==> src/rtl/systolic_pkg.sv <==
package systolic_pkg;

    typedef enum logic {
        SA_IDLE = 1'b0,
        SA_RUN  = 1'b1
    } sa_phase_e;

    // accumulator width: full product, growth for n terms, one guard bit
    function automatic int sa_acc_width(input int dw, input int n);
        return 2 * dw + $clog2(n) + 1;
    endfunction

endpackage

==> src/rtl/sa_ctrl.sv <==
module sa_ctrl
    import systolic_pkg::*;
#(
    parameter int N = 4
) (
    input  logic clk_i,
    input  logic rst_ni,
    input  logic start_i,
    output logic accept_o,
    output logic feed_o,
    output logic done_o
);

    localparam int LAT = 3 * N - 2;
    localparam int CW  = $clog2(LAT + 1) + 1;
    localparam logic [CW-1:0] LAT_C  = CW'(LAT);
    localparam logic [CW-1:0] FEED_C = CW'(N);

    typedef struct packed {
        sa_phase_e     phase;
        logic [CW-1:0] cnt;
        logic          done;
    } ctrl_t;

    ctrl_t st_d, st_q;

    always_comb begin
        st_d     = st_q;
        accept_o = start_i && (st_q.phase == SA_IDLE);
        feed_o   = accept_o || ((st_q.phase == SA_RUN) && (st_q.cnt < FEED_C));
        if (accept_o) begin
            st_d.cnt   = CW'(1);
            st_d.done  = (LAT == 1);
            st_d.phase = (LAT == 1) ? SA_IDLE : SA_RUN;
        end else if (st_q.phase == SA_RUN) begin
            st_d.cnt = st_q.cnt + CW'(1);
            if (st_d.cnt == LAT_C) begin
                st_d.phase = SA_IDLE;
                st_d.done  = 1'b1;
            end
        end
    end

    always_ff @(posedge clk_i or negedge rst_ni) begin
        if (!rst_ni) begin
            st_q <= '{phase: SA_IDLE, cnt: '0, done: 1'b0};
        end else begin
            st_q <= st_d;
        end
    end

    assign done_o = st_q.done;

endmodule

==> src/rtl/sa_skew.sv <==
module sa_skew #(
    parameter int DW    = 8,
    parameter int DEPTH = 1
) (
    input  logic          clk_i,
    input  logic          rst_ni,
    input  logic [DW-1:0] d_i,
    output logic [DW-1:0] q_o
);

    logic [DEPTH-1:0][DW-1:0] sh_d, sh_q;

    always_comb begin
        sh_d[0] = d_i;
        for (int s = 1; s < DEPTH; s++) begin
            sh_d[s] = sh_q[s-1];
        end
    end

    always_ff @(posedge clk_i or negedge rst_ni) begin
        if (!rst_ni) begin
            sh_q <= '0;
        end else begin
            sh_q <= sh_d;
        end
    end

    assign q_o = sh_q[DEPTH-1];

endmodule

==> src/rtl/sa_pe.sv <==
module sa_pe #(
    parameter int DW = 8,
    parameter int AW = 19
) (
    input  logic                 clk_i,
    input  logic                 rst_ni,
    input  logic                 clr_i,
    input  logic signed [DW-1:0] a_i,
    input  logic signed [DW-1:0] b_i,
    output logic signed [AW-1:0] acc_o
);

    logic signed [2*DW-1:0] prod;
    logic signed [AW-1:0]   prod_x;
    logic signed [AW-1:0]   acc_d, acc_q;

    assign prod   = a_i * b_i;
    assign prod_x = {{(AW - 2 * DW){prod[2*DW-1]}}, prod};

    // a clear folds into the first accumulate, so no cycle is spent on it
    always_comb begin
        acc_d = (clr_i ? '0 : acc_q) + prod_x;
    end

    always_ff @(posedge clk_i or negedge rst_ni) begin
        if (!rst_ni) begin
            acc_q <= '0;
        end else begin
            acc_q <= acc_d;
        end
    end

    assign acc_o = acc_q;

endmodule

==> src/rtl/systolic_mm.sv <==
module systolic_mm
    import systolic_pkg::*;
#(
    parameter  int N  = 4,
    parameter  int DW = 8,
    localparam int AW = sa_acc_width(DW, N)
) (
    input  logic              clk_i,
    input  logic              rst_ni,
    input  logic              start_i,
    input  logic [N*DW-1:0]   a_col_i,
    input  logic [N*DW-1:0]   b_row_i,
    output logic              done_o,
    output logic [N*N*AW-1:0] c_o
);

    // operand links between cells: a moves east, b moves south (N >= 2)
    typedef struct packed {
        logic [N-1:0][N-2:0][DW-1:0] a;
        logic [N-2:0][N-1:0][DW-1:0] b;
    } mesh_t;

    mesh_t mesh_d, mesh_q;

    logic accept;
    logic feed;

    logic [N-1:0][DW-1:0]        a_gate, b_gate;
    logic [N-1:0][DW-1:0]        a_edge, b_edge;
    logic [N-1:0][N-1:0][DW-1:0] pe_a, pe_b;
    logic [N-1:0][N-1:0][AW-1:0] pe_acc;

    sa_ctrl #(.N(N)) u_ctrl (
        .clk_i    (clk_i),
        .rst_ni   (rst_ni),
        .start_i  (start_i),
        .accept_o (accept),
        .feed_o   (feed),
        .done_o   (done_o)
    );

    // operands outside the feed window are replaced by zero
    always_comb begin
        for (int i = 0; i < N; i++) begin
            a_gate[i] = feed ? a_col_i[i*DW +: DW] : '0;
            b_gate[i] = feed ? b_row_i[i*DW +: DW] : '0;
        end
    end

    // edge skew: lane i is held back i cycles
    for (genvar gi = 0; gi < N; gi++) begin : g_edge
        if (gi == 0) begin : g_direct
            assign a_edge[gi] = a_gate[gi];
            assign b_edge[gi] = b_gate[gi];
        end else begin : g_delay
            sa_skew #(.DW(DW), .DEPTH(gi)) u_skew_a (
                .clk_i  (clk_i),
                .rst_ni (rst_ni),
                .d_i    (a_gate[gi]),
                .q_o    (a_edge[gi])
            );
            sa_skew #(.DW(DW), .DEPTH(gi)) u_skew_b (
                .clk_i  (clk_i),
                .rst_ni (rst_ni),
                .d_i    (b_gate[gi]),
                .q_o    (b_edge[gi])
            );
        end
    end

    always_comb begin
        for (int i = 0; i < N; i++) begin
            pe_a[i][0] = a_edge[i];
            for (int j = 1; j < N; j++) begin
                pe_a[i][j] = mesh_q.a[i][j-1];
            end
        end
        for (int j = 0; j < N; j++) begin
            pe_b[0][j] = b_edge[j];
            for (int i = 1; i < N; i++) begin
                pe_b[i][j] = mesh_q.b[i-1][j];
            end
        end
        for (int i = 0; i < N; i++) begin
            for (int j = 0; j < N - 1; j++) begin
                mesh_d.a[i][j] = pe_a[i][j];
            end
        end
        for (int i = 0; i < N - 1; i++) begin
            for (int j = 0; j < N; j++) begin
                mesh_d.b[i][j] = pe_b[i][j];
            end
        end
    end

    always_ff @(posedge clk_i or negedge rst_ni) begin
        if (!rst_ni) begin
            mesh_q <= '0;
        end else begin
            mesh_q <= mesh_d;
        end
    end

    for (genvar gr = 0; gr < N; gr++) begin : g_row
        for (genvar gc = 0; gc < N; gc++) begin : g_col
            sa_pe #(.DW(DW), .AW(AW)) u_pe (
                .clk_i  (clk_i),
                .rst_ni (rst_ni),
                .clr_i  (accept),
                .a_i    (pe_a[gr][gc]),
                .b_i    (pe_b[gr][gc]),
                .acc_o  (pe_acc[gr][gc])
            );
            assign c_o[(gr*N+gc)*AW +: AW] = pe_acc[gr][gc];
        end
    end

endmodule

==> config.mk <==
export PLATFORM = sky130hd
export DESIGN_NAME = systolic_mm
export DESIGN_NICKNAME = d
export VERILOG_FILES = /design/src/rtl/systolic_pkg.sv /design/src/rtl/sa_ctrl.sv /design/src/rtl/sa_skew.sv /design/src/rtl/sa_pe.sv /design/src/rtl/systolic_mm.sv
export SDC_FILE = /design/constraint.sdc
export NUM_CORES = 2
export LEC_CHECK = 0
export BUFFER_PORTS_ARGS = -buffer_cell sky130_fd_sc_hd__buf_2
export CORE_UTILIZATION = 40
export DETAILED_ROUTE_END_ITERATION = 7
export PLACE_DENSITY = 0.61
export SETUP_SLACK_MARGIN = 0.02
export SYNTH_ARGS = -nofsm -noshare
export SYNTH_HDL_FRONTEND = slang
export SYNTH_HIERARCHICAL = 1
export SYNTH_SLANG_ARGS = --single-unit
export TNS_END_PERCENT = 10
==> constraint.sdc <==
create_clock -name clk_i -period 8.5 [get_ports clk_i]
set_input_delay 0.85 -clock clk_i [delete_from_list [all_inputs] [get_ports clk_i]]
set_output_delay 0.85 -clock clk_i [all_outputs]
set_load 0.05 [all_outputs]
# Word level (Yosys, flattened, before mapping)
# Index checks and enable logic that the tools add are counted.
dict set report classes {
  eq_ne 1
  div_mod_pow 0
  add_sub_neg 17
  n_lt_le_gt_ge 1
  n_mul 16
  muxes 28
  bitwise_logic 1
  n_reduce_logical 6
  n_shift 0
}
# op n
set ops {}
lappend ops {{$add 19x19->19} 16}
lappend ops {{$mux 19} 16}
lappend ops {{$mul 8x8->16} 16}
lappend ops {{$mux 8} 8}
lappend ops {{$mux 7} 2}
lappend ops {{$add 5x1->5 const B} 1}
lappend ops {{$eq 5x4->1 const B} 1}
lappend ops {{$lt 5x3->1 const B} 1}
lappend ops {{$reduce_bool 2->1} 2}
lappend ops {{$logic_and 1x1->1} 2}
lappend ops {{$mux 1} 2}
lappend ops {{$reduce_and 2->1} 1}
lappend ops {{$logic_or 1x1->1} 1}
lappend ops {{$not 1->1} 1}
dict set report totals {
  inputBits 67
  rom_bits 0
  ramBits 0
  memories 0
  out_inout_bits 305
  latchBits 0
  ff_bits 599
}

# Longest topological paths before layout
dict set report logic_depth {
  word_depth 6
  ltp_mapped 30
  ltp_nobuf 29
}

# Cells and area by module
# The synthesis kept the hierarchy.
# mod seq_area_each_um2 cells_each instances area_each_um2
set by_module_without_submodules {}
lappend by_module_without_submodules {{sa_pe at g_row[0].g_col[0].u_pe ...} 475.5 434 6 3990.1}
lappend by_module_without_submodules {{sa_pe at g_row[1].g_col[2].u_pe ...} 475.5 438 5 4022.6}
lappend by_module_without_submodules {{sa_pe at g_row[3].g_col[0].u_pe ...} 475.5 427 3 3942.5}
lappend by_module_without_submodules {systolic_mm 4804.6 262 1 5315.1}
lappend by_module_without_submodules {{sa_pe at g_row[3].g_col[3].u_pe} 475.5 431 1 3968.8}
lappend by_module_without_submodules {{sa_pe at g_row[2].g_col[3].u_pe} 475.5 427 1 3952.5}
lappend by_module_without_submodules {{sa_skew at g_edge[3].g_delay.u_skew_a ...} 600.6 24 2 600.6}
lappend by_module_without_submodules {{sa_skew at g_edge[2].g_delay.u_skew_a ...} 400.4 16 2 400.4}
lappend by_module_without_submodules {{sa_skew at g_edge[1].g_delay.u_skew_a ...} 200.2 8 2 200.2}
lappend by_module_without_submodules {sa_ctrl 175.2 37 1 365.4}

# Worst setup path before layout
# Ideal clock, no wire load.
dict set report synth_timing {
  path_kind {register -> register}
  startpoint {register u_ctrl/st_q[6] (netlist bit)}
  endpoint {register g_row[0].g_col[0].u_pe.acc_q[18]}
  arrival_time_ns 6.975
  path_stages_with_launch 28
  path_slack_ns 1.391
  cell_sequence {dfrtp_1 > inv_1 > o41ai_1 > clkbuf_2 > and2_2 > nand2b_1 > fa_1 > fa_1 > inv_1 > fa_1 > inv_1 > fa_1 > inv_1 > ha_1 > a21oi_1 > o21bai_1 > a21oi_1 > o21ai_0 > xor2_1 > ha_1 > a21oi_1 > nand2_1 > a221oi_1 > o21ai_1 > o311ai_1 > mux2_1 > o2111a_1 > o31ai_2}
}
# element line_no
set synth_rtl {}
lappend synth_rtl {{start: declaration} sa_ctrl.sv:25} ;# ctrl_t st_d, st_q;
lappend synth_rtl {{start signal: assignment} sa_ctrl.sv:46} ;# st_q <= '{phase: SA_IDLE, cnt: '0, done: 1'b0};
lappend synth_rtl {{start signal: assignment} sa_ctrl.sv:48} ;# st_q <= st_d;
lappend synth_rtl {{end signal: assignment} sa_pe.sv:27} ;# acc_q <= '0;
lappend synth_rtl {{end signal: assignment} sa_pe.sv:29} ;# acc_q <= acc_d;
lappend synth_rtl {{end: declaration} sa_pe.sv:15} ;# logic signed [AW-1:0] acc_d, acc_q;

==> results.yml <==
sta:
  period_share_pct: 89.5
  slew_viol_final: 0
  fin_crit_ns: 7.61
  worstMarginPinSlew_ns: 0.857
  setup-violations-final: 0
  hold_viol_final: 0
  fin_worst_skew_ns: 0.0314
  slew_headroom_pct: 42.8
  tns_ns: 0
  hold_slack_ns: 0.0652
  rsz0062_at_grt: "no"
  fmax_mhz: 131
die:
  dieArea_um2: 181000
  coreArea_um2: 178000
  fp.dieH_um: 426
  start_util_pct: 40.3
  core.rowCount: 155
  io_pins: 372
  die_w_um: 426
detailed_routing:
  viasPerCell: 4.97
  antenna_left: 0
  routed_wl_um: 171000
  vias: 50600
  avgRoutedWirePerCell_um: 16.8
  dr.first_iter.drc_count: 2071
  drc: 0
  dr.pass1.iters: 5
synthesis:
  synth_edf_count: 0
  ys_seq_area_share_pct: 20.9
  syn-num-nets: 9045
  synthTopCellsByArea: "fa_1, dfrtp_1, ha_1, inv_1, and2_1"
  synth_top_flop_cell: "dfrtp_1"
  syn_area_per_cell_um2: 9.81
  netlist_area_um2: 71900
  synth_area_leader_cell: "fa_1"
  ys_types: 95
  syn_inst: 7328
  ys_ff_latch: 599
  yosysWarnings: 6
  async_reset_ff_share_pct: 100
  synth_top_area_share_pct: 25.0
clock_tree:
  cts_tree: "yes"
  post_cts_buffers: 0
  clkSinkCount: 599
  cts_root_buffer: "clkbuf_16"
  cts-htree-levels: 3
  ctsLongestPathBuffers: 3
  clkLatencyLatePin_ns: 0.71
  cts_made_buffers: 82
  clk_pin_slew_worst_paths_ns: 0.06
  post_cts_resized: 0
  holdBufCountCts: 0
setup_path:
  critPathTopFamily: "adder cells"
  worstSetupPathType: "register to register"
  slowest_delay_ns: 0.56
  rrSetupSlack_ns: 0.89
  cp_max_fo: 21
  worstSetupStartpointType: "register"
  required_ns: 9.06
  critPathSlowestCell: "fa_1"
  cp_num_buf_inv: 5
  cp-end-kind: "register"
  arrival_ns: 8.18
global_route:
  grt-ovfl-total: 0
  grt.met1_usage_pct: 23.8
  grtUsageTotal_pct: 19.3
  grt_first_pass_wirelength_um: 281000
  grt_pass1_vias: 53600
  use_met3_pct: 2.43
  grt_busiest_layer: "met2"
  grtUsageMet2_pct: 34.9
  antenna_found_initial: 9
  grt_max_degree: 139
final_layout:
  nets: 9481
  fillers: 17200
  drive_gt1_share_pct: 9.49
  syn_to_final_growth_pct: 10.8
flow_run:
  max_cap_viol_count: 0
place:
  gp_congestion: 0.861
  dpl.hpwl_um: 139000
  portBuffers: 371
hold_path:
  hp-class: "input pin to asynchronous set/reset pin"
status:
  run_status: "finished clean"
[logic make-up after synthesis]
group	Yosys count	synth area share (%)
xor+xnor	518	6.64
simple gates	2051	16.4
mux	42	0.623
buf+inv	1467	7.68
compound gates	1001	9.68
fa+ha+maj	1650	38.1
flops	599	20.9
[path summary, 6_finish.rpt]
check	to	depth (start not counted)	start
max	g_row[0].g_col[0].u_pe/acc_o[18]$_DFF_PN0_	27	u_ctrl/st_q[6]$_DFF_PN0_
min	g_row[3].g_col[3].u_pe/acc_o[1]$_DFF_PN0_	1	rst_ni
max reg2reg	g_row[0].g_col[0].u_pe/acc_o[18]$_DFF_PN0_	27	u_ctrl/st_q[6]$_DFF_PN0_
min reg2reg	g_edge[3].g_delay.u_skew_b/q_o[7]$_DFF_PN0_	0	g_edge[3].g_delay.u_skew_b/sh_d[23]$_DFF_PN0_
max in group asynchronous	g_row[1].g_col[1].u_pe/acc_o[8]$_DFF_PN0_	3	rst_ni
min in group clk_i	g_edge[3].g_delay.u_skew_b/q_o[7]$_DFF_PN0_	0	g_edge[3].g_delay.u_skew_b/sh_d[23]$_DFF_PN0_
[through the flow]
stage | util [%] | setup WS [ns] | cell area [µm²] | cells
4_1_cts | 44.6 | 0.938 | 79600 | 10200
2_1_floorplan | - | 1.39 | 71900 | 7328
5_1_grt | 44.6 | 0.337 | 79600 | 10200
6_report | 44.6 | 0.889 | 79700 | 10200
3_5_place_dp | 43.0 | 0.756 | 76700 | 10000
3_3_place_gp | 43.0 | 0.829 | 76700 | 10000
[final cells by class]
type | instances | area, µm² | share of cell area [%]
inverter | 1437 | 5400 | 6.78
antenna | 4 | 10.0 | 0.0126
clock inverter | 37 | 552 | 0.693
sequential | 599 | 15000 | 18.8
clock buffer | 111 | 2340 | 2.94
multi-input combinational | 5262 | 51400 | 64.5
tap | 2355 | 2950 | 3.70
timing repair buffer | 382 | 2020 | 2.54
[registers in the layout (all words and copies together) (netlist names)]
| signal | count |
|---|---|
| g_edge.g_delay.u_skew_a/sh_d | 24 |
| g_edge.g_delay.u_skew_a/q_o | 24 |
| mesh_q | 64 |
| g_edge.g_delay.u_skew_b/sh_d | 24 |
| g_row.g_col.u_pe/acc_o | 304 |
| mesh_d | 128 |
| g_edge.g_delay.u_skew_b/q_o | 24 |
| u_ctrl/done_o | 1 |
| u_ctrl/st_q | 6 |
[placed cells by master (no fill, tap or decap), types with 296 or more instances in the layout]
cell,netlist,layout
nor2b_1,416,416
xnor2_1,351,351
nand2_1,310,310
inv_1,1436,1435
and2_1,706,706
buf_2,1,370
fa_1,896,896
a21oi_1,296,296
dfrtp_1,599,599
ha_1,754,754
[routing by layer]
layer | part of all wire, % | vias to the layer above
met5 | 0.0053 | -
met4 | 2.8 | 2
met3 | 3.5 | 211
met2 | 52 | 786
met1 | 42 | 25400
li1 | - | 24200
[synth_stat cells, types with 32 or more instances]
master and number:
nand2_1 310, nor3_1 36, nor2_1 206, nand3_1 57, a211oi_1 43, a21oi_1 296, inv_1 1436, xor2_1 145
nand4_1 32, ha_1 754, nand2b_1 69, o21bai_1 49, and2_2 64, o21a_1 66, dfrtp_1 599, xnor2_1 351
o21ai_0 124, fa_1 896, a21o_1 134, nor2b_1 416, and2_1 706
Power is left out: the tool's default activity adds up to more than one toggle a clock period on the data nets, which glitch-free logic cannot reach.
